--- src/rtl/mesi_pkg.sv ---
package mesi_pkg;

    typedef enum logic [1:0] {
        ST_I = 2'b00,
        ST_S = 2'b01,
        ST_E = 2'b10,
        ST_M = 2'b11
    } mesi_state_t;

    typedef enum logic [1:0] {
        LOP_RD  = 2'd0,
        LOP_WR  = 2'd1,
        LOP_EV  = 2'd2,
        LOP_NOP = 2'd3
    } lcl_op_t;

    typedef enum logic [1:0] {
        BUS_NONE = 2'd0,
        BUS_RD   = 2'd1,
        BUS_WR   = 2'd2,
        BUS_UPG  = 2'd3
    } bus_cmd_t;

endpackage

--- src/rtl/mesi_snoop_resp.sv ---
module mesi_snoop_resp
    import mesi_pkg::*;
(
    input  logic        act_i,
    input  bus_cmd_t    cmd_i,
    input  mesi_state_t st_i,
    output logic        shared_o,
    output logic        dirty_o,
    output logic        wb_o,
    output logic        err_o,
    output logic        upd_o,
    output mesi_state_t st_o
);

    always_comb begin
        shared_o = 1'b0;
        dirty_o  = 1'b0;
        wb_o     = 1'b0;
        err_o    = 1'b0;
        upd_o    = 1'b0;
        st_o     = st_i;
        if (act_i) begin
            case (cmd_i)
                BUS_RD: begin
                    case (st_i)
                        ST_S: shared_o = 1'b1;
                        ST_E: begin
                            shared_o = 1'b1;
                            st_o     = ST_S;
                            upd_o    = 1'b1;
                        end
                        ST_M: begin
                            dirty_o = 1'b1;
                            wb_o    = 1'b1;
                            st_o    = ST_S;
                            upd_o   = 1'b1;
                        end
                        default: ;
                    endcase
                end
                BUS_WR: begin
                    case (st_i)
                        ST_S, ST_E: begin
                            st_o  = ST_I;
                            upd_o = 1'b1;
                        end
                        ST_M: begin
                            dirty_o = 1'b1;
                            wb_o    = 1'b1;
                            st_o    = ST_I;
                            upd_o   = 1'b1;
                        end
                        default: ;
                    endcase
                end
                BUS_UPG: begin
                    case (st_i)
                        ST_S: begin
                            st_o  = ST_I;
                            upd_o = 1'b1;
                        end
                        ST_E, ST_M: err_o = 1'b1;
                        default: ;
                    endcase
                end
                default: ;
            endcase
        end
    end

endmodule

--- src/rtl/mesi_local_ctrl.sv ---
module mesi_local_ctrl
    import mesi_pkg::*;
#(
    parameter int NUM_LINES = 8,
    localparam int IDX_W = $clog2(NUM_LINES)
) (
    input  logic                          clk,
    input  logic                          rst_n,
    input  logic                          req_valid_i,
    input  lcl_op_t                       req_op_i,
    input  logic [IDX_W-1:0]              req_line_i,
    input  mesi_state_t [NUM_LINES-1:0]   states_i,
    input  logic                          snp_act_i,
    input  logic [IDX_W-1:0]              snp_line_i,
    input  logic                          snp_wb_i,
    input  logic                          grant_i,
    input  logic                          shared_i,
    output logic                          req_ready_o,
    output logic                          busy_o,
    output bus_cmd_t                      bus_cmd_o,
    output logic [IDX_W-1:0]              bus_line_o,
    output logic [IDX_W-1:0]              lcl_line_o,
    output logic                          lcl_we_o,
    output mesi_state_t                   lcl_st_o,
    output logic                          evict_wb_o
);

    typedef struct packed {
        logic             waiting;
        lcl_op_t          op;
        logic [IDX_W-1:0] line;
    } pend_t;

    pend_t       pend_q, pend_d;
    mesi_state_t cur_st;
    logic        same_line;

    always_comb begin
        pend_d      = pend_q;
        req_ready_o = 1'b0;
        busy_o      = 1'b0;
        bus_cmd_o   = BUS_NONE;
        bus_line_o  = pend_q.line;
        lcl_we_o    = 1'b0;
        lcl_st_o    = ST_I;
        evict_wb_o  = 1'b0;
        lcl_line_o  = pend_q.waiting ? pend_q.line : req_line_i;
        cur_st      = states_i[lcl_line_o];
        same_line   = snp_act_i && (snp_line_i == lcl_line_o);

        if (!pend_q.waiting) begin
            req_ready_o = !same_line &&
                          !(snp_wb_i && req_op_i == LOP_EV && cur_st == ST_M);
            if (req_valid_i && req_ready_o) begin
                case (req_op_i)
                    LOP_RD: begin
                        if (cur_st == ST_I) begin
                            pend_d.waiting = 1'b1;
                            pend_d.op      = LOP_RD;
                            pend_d.line    = req_line_i;
                        end
                    end
                    LOP_WR: begin
                        case (cur_st)
                            ST_I, ST_S: begin
                                pend_d.waiting = 1'b1;
                                pend_d.op      = LOP_WR;
                                pend_d.line    = req_line_i;
                            end
                            ST_E: begin
                                lcl_we_o = 1'b1;
                                lcl_st_o = ST_M;
                            end
                            default: ;
                        endcase
                    end
                    LOP_EV: begin
                        if (cur_st != ST_I) begin
                            lcl_we_o   = 1'b1;
                            lcl_st_o   = ST_I;
                            evict_wb_o = (cur_st == ST_M);
                        end
                    end
                    default: ;
                endcase
            end
        end else begin
            busy_o = 1'b1;
            if (pend_q.op == LOP_RD) begin
                bus_cmd_o = BUS_RD;
            end else begin
                bus_cmd_o = (cur_st == ST_S) ? BUS_UPG : BUS_WR;
            end
            if (grant_i && !same_line) begin
                lcl_we_o       = 1'b1;
                pend_d.waiting = 1'b0;
                if (pend_q.op == LOP_RD) begin
                    lcl_st_o = shared_i ? ST_S : ST_E;
                end else begin
                    lcl_st_o = ST_M;
                end
            end
        end
    end

    always_ff @(posedge clk) begin
        if (!rst_n) begin
            pend_q <= '0;
        end else begin
            pend_q <= pend_d;
        end
    end

    // no request is taken while a bus transaction waits
    a_r11_no_accept_busy: assert property (@(posedge clk) disable iff (!rst_n)
        busy_o |-> !req_ready_o);

    // busy holds until a grant arrives
    a_r2_busy_until_grant: assert property (@(posedge clk) disable iff (!rst_n)
        (busy_o && !grant_i) |=> busy_o);

    // busy only starts after an accepted request
    a_r2_busy_from_accept: assert property (@(posedge clk) disable iff (!rst_n)
        $rose(busy_o) |-> $past(req_valid_i && req_ready_o));

    // a bus command is driven only while busy
    a_r5_cmd_only_busy: assert property (@(posedge clk) disable iff (!rst_n)
        (bus_cmd_o != BUS_NONE) |-> busy_o);

endmodule

--- src/rtl/mesi_snoop_ctrl.sv ---
module mesi_snoop_ctrl
    import mesi_pkg::*;
#(
    parameter int NUM_LINES = 8,
    localparam int IDX_W = $clog2(NUM_LINES)
) (
    input  logic             clk,
    input  logic             rst_n,
    input  logic             req_valid,
    input  logic [1:0]       req_op,
    input  logic [IDX_W-1:0] req_line,
    output logic             req_ready,
    output logic [1:0]       req_state,
    output logic             busy,
    output logic [1:0]       bus_cmd,
    output logic [IDX_W-1:0] bus_line,
    input  logic             bus_grant,
    input  logic             bus_shared_in,
    input  logic             snoop_valid,
    input  logic [1:0]       snoop_cmd,
    input  logic [IDX_W-1:0] snoop_line,
    output logic             snoop_shared,
    output logic             snoop_dirty,
    output logic             wb_valid,
    output logic [IDX_W-1:0] wb_line,
    output logic             proto_err
);

    typedef struct packed {
        mesi_state_t [NUM_LINES-1:0] lines;
    } regs_t;

    regs_t            regs_q, regs_d;
    mesi_state_t      nxt_line [NUM_LINES];

    logic             snp_act;
    logic             snp_wb;
    logic             snp_upd;
    mesi_state_t      snp_st;
    logic [IDX_W-1:0] lcl_line;
    logic             lcl_we;
    mesi_state_t      lcl_st;
    logic             evict_wb;
    bus_cmd_t         bus_cmd_e;

    assign snp_act = snoop_valid && (bus_cmd_t'(snoop_cmd) != BUS_NONE);

    mesi_snoop_resp u_snoop (
        .act_i    (snp_act),
        .cmd_i    (bus_cmd_t'(snoop_cmd)),
        .st_i     (regs_q.lines[snoop_line]),
        .shared_o (snoop_shared),
        .dirty_o  (snoop_dirty),
        .wb_o     (snp_wb),
        .err_o    (proto_err),
        .upd_o    (snp_upd),
        .st_o     (snp_st)
    );

    mesi_local_ctrl #(.NUM_LINES(NUM_LINES)) u_local (
        .clk         (clk),
        .rst_n       (rst_n),
        .req_valid_i (req_valid),
        .req_op_i    (lcl_op_t'(req_op)),
        .req_line_i  (req_line),
        .states_i    (regs_q.lines),
        .snp_act_i   (snp_act),
        .snp_line_i  (snoop_line),
        .snp_wb_i    (snp_wb),
        .grant_i     (bus_grant),
        .shared_i    (bus_shared_in),
        .req_ready_o (req_ready),
        .busy_o      (busy),
        .bus_cmd_o   (bus_cmd_e),
        .bus_line_o  (bus_line),
        .lcl_line_o  (lcl_line),
        .lcl_we_o    (lcl_we),
        .lcl_st_o    (lcl_st),
        .evict_wb_o  (evict_wb)
    );

    assign bus_cmd   = bus_cmd_e;
    assign req_state = regs_q.lines[req_line];
    assign wb_valid  = snp_wb || evict_wb;
    assign wb_line   = snp_wb ? snoop_line : lcl_line;

    for (genvar i = 0; i < NUM_LINES; i++) begin : g_line
        always_comb begin
            nxt_line[i] = regs_q.lines[i];
            if (snp_upd && snoop_line == IDX_W'(i)) begin
                nxt_line[i] = snp_st;
            end else if (lcl_we && lcl_line == IDX_W'(i)) begin
                nxt_line[i] = lcl_st;
            end
        end
    end

    always_comb begin
        regs_d = regs_q;
        for (int i = 0; i < NUM_LINES; i++) begin
            regs_d.lines[i] = nxt_line[i];
        end
    end

    always_ff @(posedge clk) begin
        if (!rst_n) begin
            regs_q <= '0;
        end else begin
            regs_q <= regs_d;
        end
    end

    // a snoop never reports clean and dirty together
    a_r7_resp_exclusive: assert property (@(posedge clk) disable iff (!rst_n)
        !(snoop_shared && snoop_dirty));

    // a dirty response always carries a writeback of the snooped line
    a_r8_dirty_writes_back: assert property (@(posedge clk) disable iff (!rst_n)
        snoop_dirty |-> (wb_valid && wb_line == snoop_line));

    // the error flag comes only from a snooped upgrade
    a_r9_err_from_upgrade: assert property (@(posedge clk) disable iff (!rst_n)
        proto_err |-> (snoop_valid && snoop_cmd == 2'd3));

    // an erroneous upgrade leaves the line state alone
    a_r9_err_keeps_state: assert property (@(posedge clk) disable iff (!rst_n)
        proto_err |=> (regs_q.lines[$past(snoop_line)] == $past(regs_q.lines[snoop_line])));

    // every writeback has a snoop or an accepted eviction behind it
    a_r6_wb_has_cause: assert property (@(posedge clk) disable iff (!rst_n)
        wb_valid |-> (snoop_dirty || (req_valid && req_ready && req_op == 2'd2)));

endmodule

--- config.mk ---
export PLATFORM = sky130hd
export DESIGN_NAME = mesi_snoop_ctrl
export DESIGN_NICKNAME = d
export VERILOG_FILES = /design/src/rtl/mesi_pkg.sv /design/src/rtl/mesi_snoop_resp.sv /design/src/rtl/mesi_local_ctrl.sv /design/src/rtl/mesi_snoop_ctrl.sv
export SDC_FILE = /design/constraint.sdc
export NUM_CORES = 1
export LEC_CHECK = 0
export CAP_MARGIN = 0
export CORE_ASPECT_RATIO = 1.2
export CORE_MARGIN = 2
export CORE_UTILIZATION = 50
export CTS_BUF_LIST = sky130_fd_sc_hd__clkbuf_16
export CTS_CLUSTER_SIZE = 24
export DETAILED_ROUTE_END_ITERATION = 7
export PLACE_DENSITY = 0.74
export RECOVER_POWER = 100
export SLEW_MARGIN = 20
export SYNTH_ARGS = -nofsm -noshare
export SYNTH_HDL_FRONTEND = slang
export SYNTH_SLANG_ARGS = --single-unit
--- constraint.sdc ---
create_clock -name clk -period 4.05 [get_ports clk]
set_clock_uncertainty 0.1 [all_clocks]
set_input_delay 0.405 -clock clk [delete_from_list [all_inputs] [get_ports clk]]
set_output_delay 0.405 -clock clk [all_outputs]
set_load 0.005 [all_outputs]
==> impl_metrics.json, run 1 <==
{
  "first_pass_iters": 5,
  "cts_sinks": 21,
  "avgSynthCellArea_um2": 7.92,
  "worstPathRequired_ps": 3540,
  "ant_nets": 0,
  "vias_per_cell": 6.20,
  "htreeDepth": 1,
  "dp_hpwl_um": 5020,
  "clockBufferDepth": 2,
  "hold_buffers": 0,
  "crit_fanout": 10,
  "ys_seq_elements": 21,
  "place_ws_ps": 205,
  "cap_violations": 0,
  "hp-class": "flop to flop",
  "cp.arrival_ps": 3290,
  "synth-main-ff-cell": "dfxtp_1",
  "die_x_um": 67.2,
  "status": "finished clean",
  "maxSlewViolCount": 0,
  "layout_min_cycle_time_ps": 3800,
  "drc": 0,
  "io_pins": 32,
  "yosys-top-cells-area": "dfxtp_1 18%, mux2i_1 6.7%, ha_1 6.3%, mux4_2 4.7%, nand2_1 4.7%",
  "yosys_warnings": 0,
  "grt_antenna_before_repair": 0,
  "drt_iter0_markers": 174,
  "fin_setup_tns_ps": 0,
  "syn_nets": 331,
  "vias": 2395,
  "grt_overflow": 0,
  "post-cts-setup-buffer-count": 0,
  "cts.clk_slew.worst_paths_ps": 60,
  "grtUsageTotal_pct": 26.2,
  "clock_latency_ps": 260,
  "nets": 357,
  "hold_viol": 0,
  "cts_resized": 0,
  "synth_top_area_share_pct": 17.5,
  "yosys.area.top_type": "dfxtp_1",
  "async_reset_ff_share_pct": 0,
  "start_util_pct": 52.2,
  "cts_buffers": 3,
  "grt_pass1_wl_um": 10900,
  "grt_pass1_vias": 2265,
  "setup_viol": 0,
  "hold_ws_ps": 424,
  "core_area_um2": 4590,
  "dieHeight_um": 79.9,
  "syn_inst": 303,
  "gp_congestion": 0.895,
  "ctsRootBufferMaster": "clkbuf_16",
  "ir_drop_mv": 0.202,
  "die_area_um2": 5370,
  "start_kind": "primary input",
  "rsz0062_at_grt": "false",
  "worstMarginPinSlew_ps": 921,
  "power-per-cell-area_nw_per_um2": 219,
  "grt_max_degree": 28,
  "yosysUniqueCellTypes": 60,
  "diodes": 0,
  "cts_tree": "built",
  "post_drt_wl_per_cell_um": 17.0,
  "timing.slew.headroom_pct": 38.4,
  "synth_edf_count": 0,
  "rows": 27,
  "critPathCaptureType": "output port",
  "drive_gt1_share_pct": 8.23,
  "area_growth_pct": 16.4,
  "worstSetupPathType": "primary input to output port",
  "io_buffers": 31,
  "fin_crit_sh_pct": 93.7,
  "max_freq_mhz": 263,
  "wirelength_um": 6550,
  "setup_slack_ps": 253,
  "leakage_nw": 1.13,
  "synth_area_um2": 2400,
  "yosysSeqAreaShare_pct": 17.5
}
## registers in the layout (all words and copies together), names as in the netlist
signal              count
u_local.pend_q          2
regs_q                 16
u_local.bus_line_o      3
## per-layer routing
metal  global-route usage [%]  wire (µm)  vias to the layer above
met5                        0          0                        -
met4                     8.98        161                        0
met3                     3.39        385                       12
met2                     45.5       3340                       77
met1                     32.6       2660                     1143
li1                         -          -                     1163
## cell families (layout without fill, tap and decap cells)
kind of cell,count (synthesis),after routing,share of synthesized area [%]
AOI/OAI and AO/OA,86,86,27.1
xor gates and xnor gates,3,3,1.10
adders and majority gates,12,12,6.26
buffers and inverters,36,61,7.72
DFF,21,21,17.5
muxes,26,26,14.9
and+or+nand+nor,119,119,25.4
## through the flow
step	utilization [%]	cell area [µm²]	instances	total power, W
4_1_cts	61.2	2810	386	0.000621
6_report	60.8	2790	386	0.000612
3_5_place_dp	59.4	2730	382	0.000399
3_3_place_gp	59.4	2730	382	0.000397
2_1_floorplan	-	2400	303	0.000345
5_1_grt	60.8	2790	386	0.000639
## worst paths after layout
check	to	start	slack [ps]	depth (start not counted)
max	wb_valid	req_line[0]	250	9
min	u_local.pend_q[3]$_SDFFE_PN0P_	u_local.pend_q[3]$_SDFFE_PN0P_	420	2
max reg2reg	regs_q[15]$_SDFFE_PN0P_	u_local.pend_q[5]$_SDFF_PN0_	910	9
min reg2reg	u_local.pend_q[3]$_SDFFE_PN0P_	u_local.pend_q[3]$_SDFFE_PN0P_	420	2
## placed cells by master, fill, tap and decap left out, types with 3 or more instances in the layout
cell type / count
and4_1: 3
clkdlybuf4s50_1: 21
o31a_1: 3
a31oi_1: 4
ha_1: 12
dfxtp_1: 21
a21oi_1: 22
dlygate4sd3_1: 10
nor3b_1: 7
nand2_1: 30
nor2b_1: 15
a211o_1: 5
a211oi_1: 3
mux2i_1: 16
mux4_2: 5
clkbuf_1: 3
nor2_1: 25
o211ai_1: 3
nand2b_1: 7
inv_1: 17
o21ai_0: 13
a22oi_1: 4
buf_4: 6
and2_1: 6
nor3_1: 5
nand3_1: 15
clkbuf_16: 3
a221oi_1: 3
## synthesized netlist by cell type (2+ instances only)
| cell type | count |
|---|---|
| a211o_1 | 5 |
| a211oi_1 | 3 |
| a21o_1 | 2 |
| a21oi_1 | 21 |
| a221o_1 | 2 |
| a221oi_1 | 3 |
| a22oi_1 | 4 |
| a31oi_1 | 4 |
| a41o_1 | 2 |
| and2_1 | 8 |
| and4_1 | 3 |
| buf_2 | 4 |
| buf_4 | 4 |
| buf_6 | 4 |
| clkbuf_1 | 7 |
| dfxtp_1 | 21 |
| ha_1 | 12 |
| inv_1 | 16 |
| mux2i_1 | 16 |
| mux2i_4 | 2 |
| mux4_2 | 5 |
| nand2_1 | 30 |
| nand2b_1 | 7 |
| nand3_1 | 15 |
| nor2_1 | 25 |
| nor2b_1 | 15 |
| nor3_1 | 5 |
| nor3b_1 | 7 |
| o211ai_1 | 3 |
| o21ai_0 | 13 |
| o21ai_2 | 2 |
| o311a_1 | 2 |
| o31a_1 | 3 |
| xnor2_1 | 2 |
## worst max-delay path: stages
cell and delay (ps):
dlygate4sd3_1 850, clkbuf_1 320, mux2i_1 160, a22oi_1 310, nand3_1 150, o21ai_1 280, nand2_1 120, o21ai_0 170
clkdlybuf4s50_1 520
## power breakdown
part           leakage (nW)  switching [W]  internal, W  total (W)
registers             0.169     0.00000884     0.000210   0.000218
logic                 0.922      0.0000957    0.0000781   0.000174
clock network        0.0371      0.0000855     0.000134   0.000219
total                  1.13       0.000190     0.000422   0.000612
## final cells by class
type                            instances  area [µm²]
Tap cell                               58        72.6
Fill cell                             436        1800
Sequential cell                        21         420
Clock inverter                          1        7.51
Clock buffer                            3        75.1
Inverter                               17        63.8
Multi-Input combinational cell        246        1790
Timing Repair Buffer                   40         367
Note: power is estimated with default switching activity, not from simulation.
==> run 2: changes to the inputs <==
Settings changed: CORE_ASPECT_RATIO 1.2 to 1.4.
==> impl_metrics.json, run 2 (same netlist as run 1, synthesis figures left out) <==
{
  "die_x_um": 62.6,
  "core_area_um2": 4570,
  "largest_reg_flops": 16,
  "ctsRootBufferMaster": "clkbuf_16",
  "clock_latency_ps": 260,
  "vias_per_cell": 6.17,
  "worstSetupPathType": "primary input to output port",
  "dp_hpwl_um": 5190,
  "largest_register": "regs_q",
  "timing.slew.headroom_pct": 37.0,
  "cts_sinks": 21,
  "power-per-cell-area_nw_per_um2": 218,
  "leakage_nw": 1.13,
  "ant_nets": 0,
  "fin_util_pct": 61.1,
  "rsz0062_at_grt": "false",
  "layout_min_cycle_time_ps": 3810,
  "hold_viol": 0,
  "fin_setup_tns_ps": 0,
  "hold_buffers": 0,
  "status": "finished clean",
  "vias": 2400,
  "worstMarginPinSlew_ps": 942,
  "dieHeight_um": 86.0,
  "place_ws_ps": 196,
  "reg2reg_depth": 8,
  "die_area_um2": 5380,
  "ir_drop_mv": 0.141,
  "setup_viol": 0,
  "htreeDepth": 1,
  "gp_congestion": 0.930,
  "layout_commonest_cell": "nand2_1",
  "crit_fanout": 11,
  "start_kind": "primary input",
  "cap_violations": 0,
  "critPathCaptureType": "output port",
  "layout_common_cells": "30 x nand2_1, 25 x nor2_1, 22 x a21oi_1",
  "grtUsageTotal_pct": 25.3,
  "grt_antenna_before_repair": 0,
  "placedCellCount": 385,
  "final_cells": 389,
  "max_freq_mhz": 263,
  "hold_ws_ps": 431,
  "drt_iter0_markers": 179,
  "grt_max_degree": 28,
  "cts_tree": "built",
  "post-cts-setup-buffer-count": 0,
  "cts_buffers": 3,
  "first_pass_iters": 4,
  "io_buffers": 31,
  "maxSlewViolCount": 0,
  "fin_crit_sh_pct": 94.0,
  "cp.arrival_ps": 3300,
  "wirelength_um": 6710,
  "grt_pass1_vias": 2309,
  "hp-class": "flop to flop",
  "drive_gt1_share_pct": 8.26,
  "nets": 356,
  "grt_pass1_wl_um": 10800,
  "cts_resized": 0,
  "grt_overflow": 0,
  "worstPathRequired_ps": 3540,
  "start_util_pct": 52.5,
  "setup_slack_ps": 242,
  "area_growth_pct": 16.3,
  "drc": 0,
  "post_drt_wl_per_cell_um": 17.3,
  "clockBufferDepth": 2,
  "io_pins": 32,
  "rows": 29,
  "hold_depth": 2,
  "cts.clk_slew.worst_paths_ps": 60,
  "diodes": 0
}
-- run 2: where the power goes --
| group | switching (W) | internal, W |
|---|---|---|
| Combinational | 0.0000986 | 0.0000772 |
| Sequential | 0.00000668 | 0.000210 |
| Clock | 0.0000826 | 0.000133 |
| Total | 0.000188 | 0.000420 |
-- run 2: per-stage QoR --
stage	instance area [µm²]	total power, W
after floorplan	2400	0.000345
after global placement	2730	0.000397
after detailed placement	2730	0.000399
after CTS	2810	0.000614
after global routing	2790	0.000633
final	2790	0.000608
-- run 2: layout make-up --
class / count / area, µm²
Clock inverter: 1 / 5.00
Timing Repair Buffer: 39 / 359
Fill cell: 441 / 1780
Clock buffer: 3 / 75.1
Sequential cell: 21 / 420
Tap cell: 62 / 77.6
Inverter: 17 / 63.8
Multi-Input combinational cell: 246 / 1790
-- run 2: worst paths after layout --
kind                                   from                        endpoint  slack, ps
max reg2reg    u_local.pend_q[5]$_SDFF_PN0_         regs_q[15]$_SDFFE_PN0P_       1020
max                           snoop_line[0]                       req_ready        240
min          u_local.pend_q[3]$_SDFFE_PN0P_  u_local.pend_q[3]$_SDFFE_PN0P_        430
min reg2reg  u_local.pend_q[3]$_SDFFE_PN0P_  u_local.pend_q[3]$_SDFFE_PN0P_        430
-- run 2: worst max-delay path, stage by stage --
cell and delay [ps]:
clkdlybuf4s50_1 780, mux4_2 560, mux2i_1 190, inv_1 100, ha_1 250, nand3_1 110, inv_1 70, nand2_1 70
nor2_1 40, nor3_1 140, dlygate4sd3_1 590
-- run 2: routing by layer --
metal,part of all wire [%],up-vias,GRT usage (%)
li1,-,1160,-
met3,6.2,24,3.81
met4,3.4,0,11.5
met2,52,98,46.1
met5,0,-,0
met1,38,1118,29.0
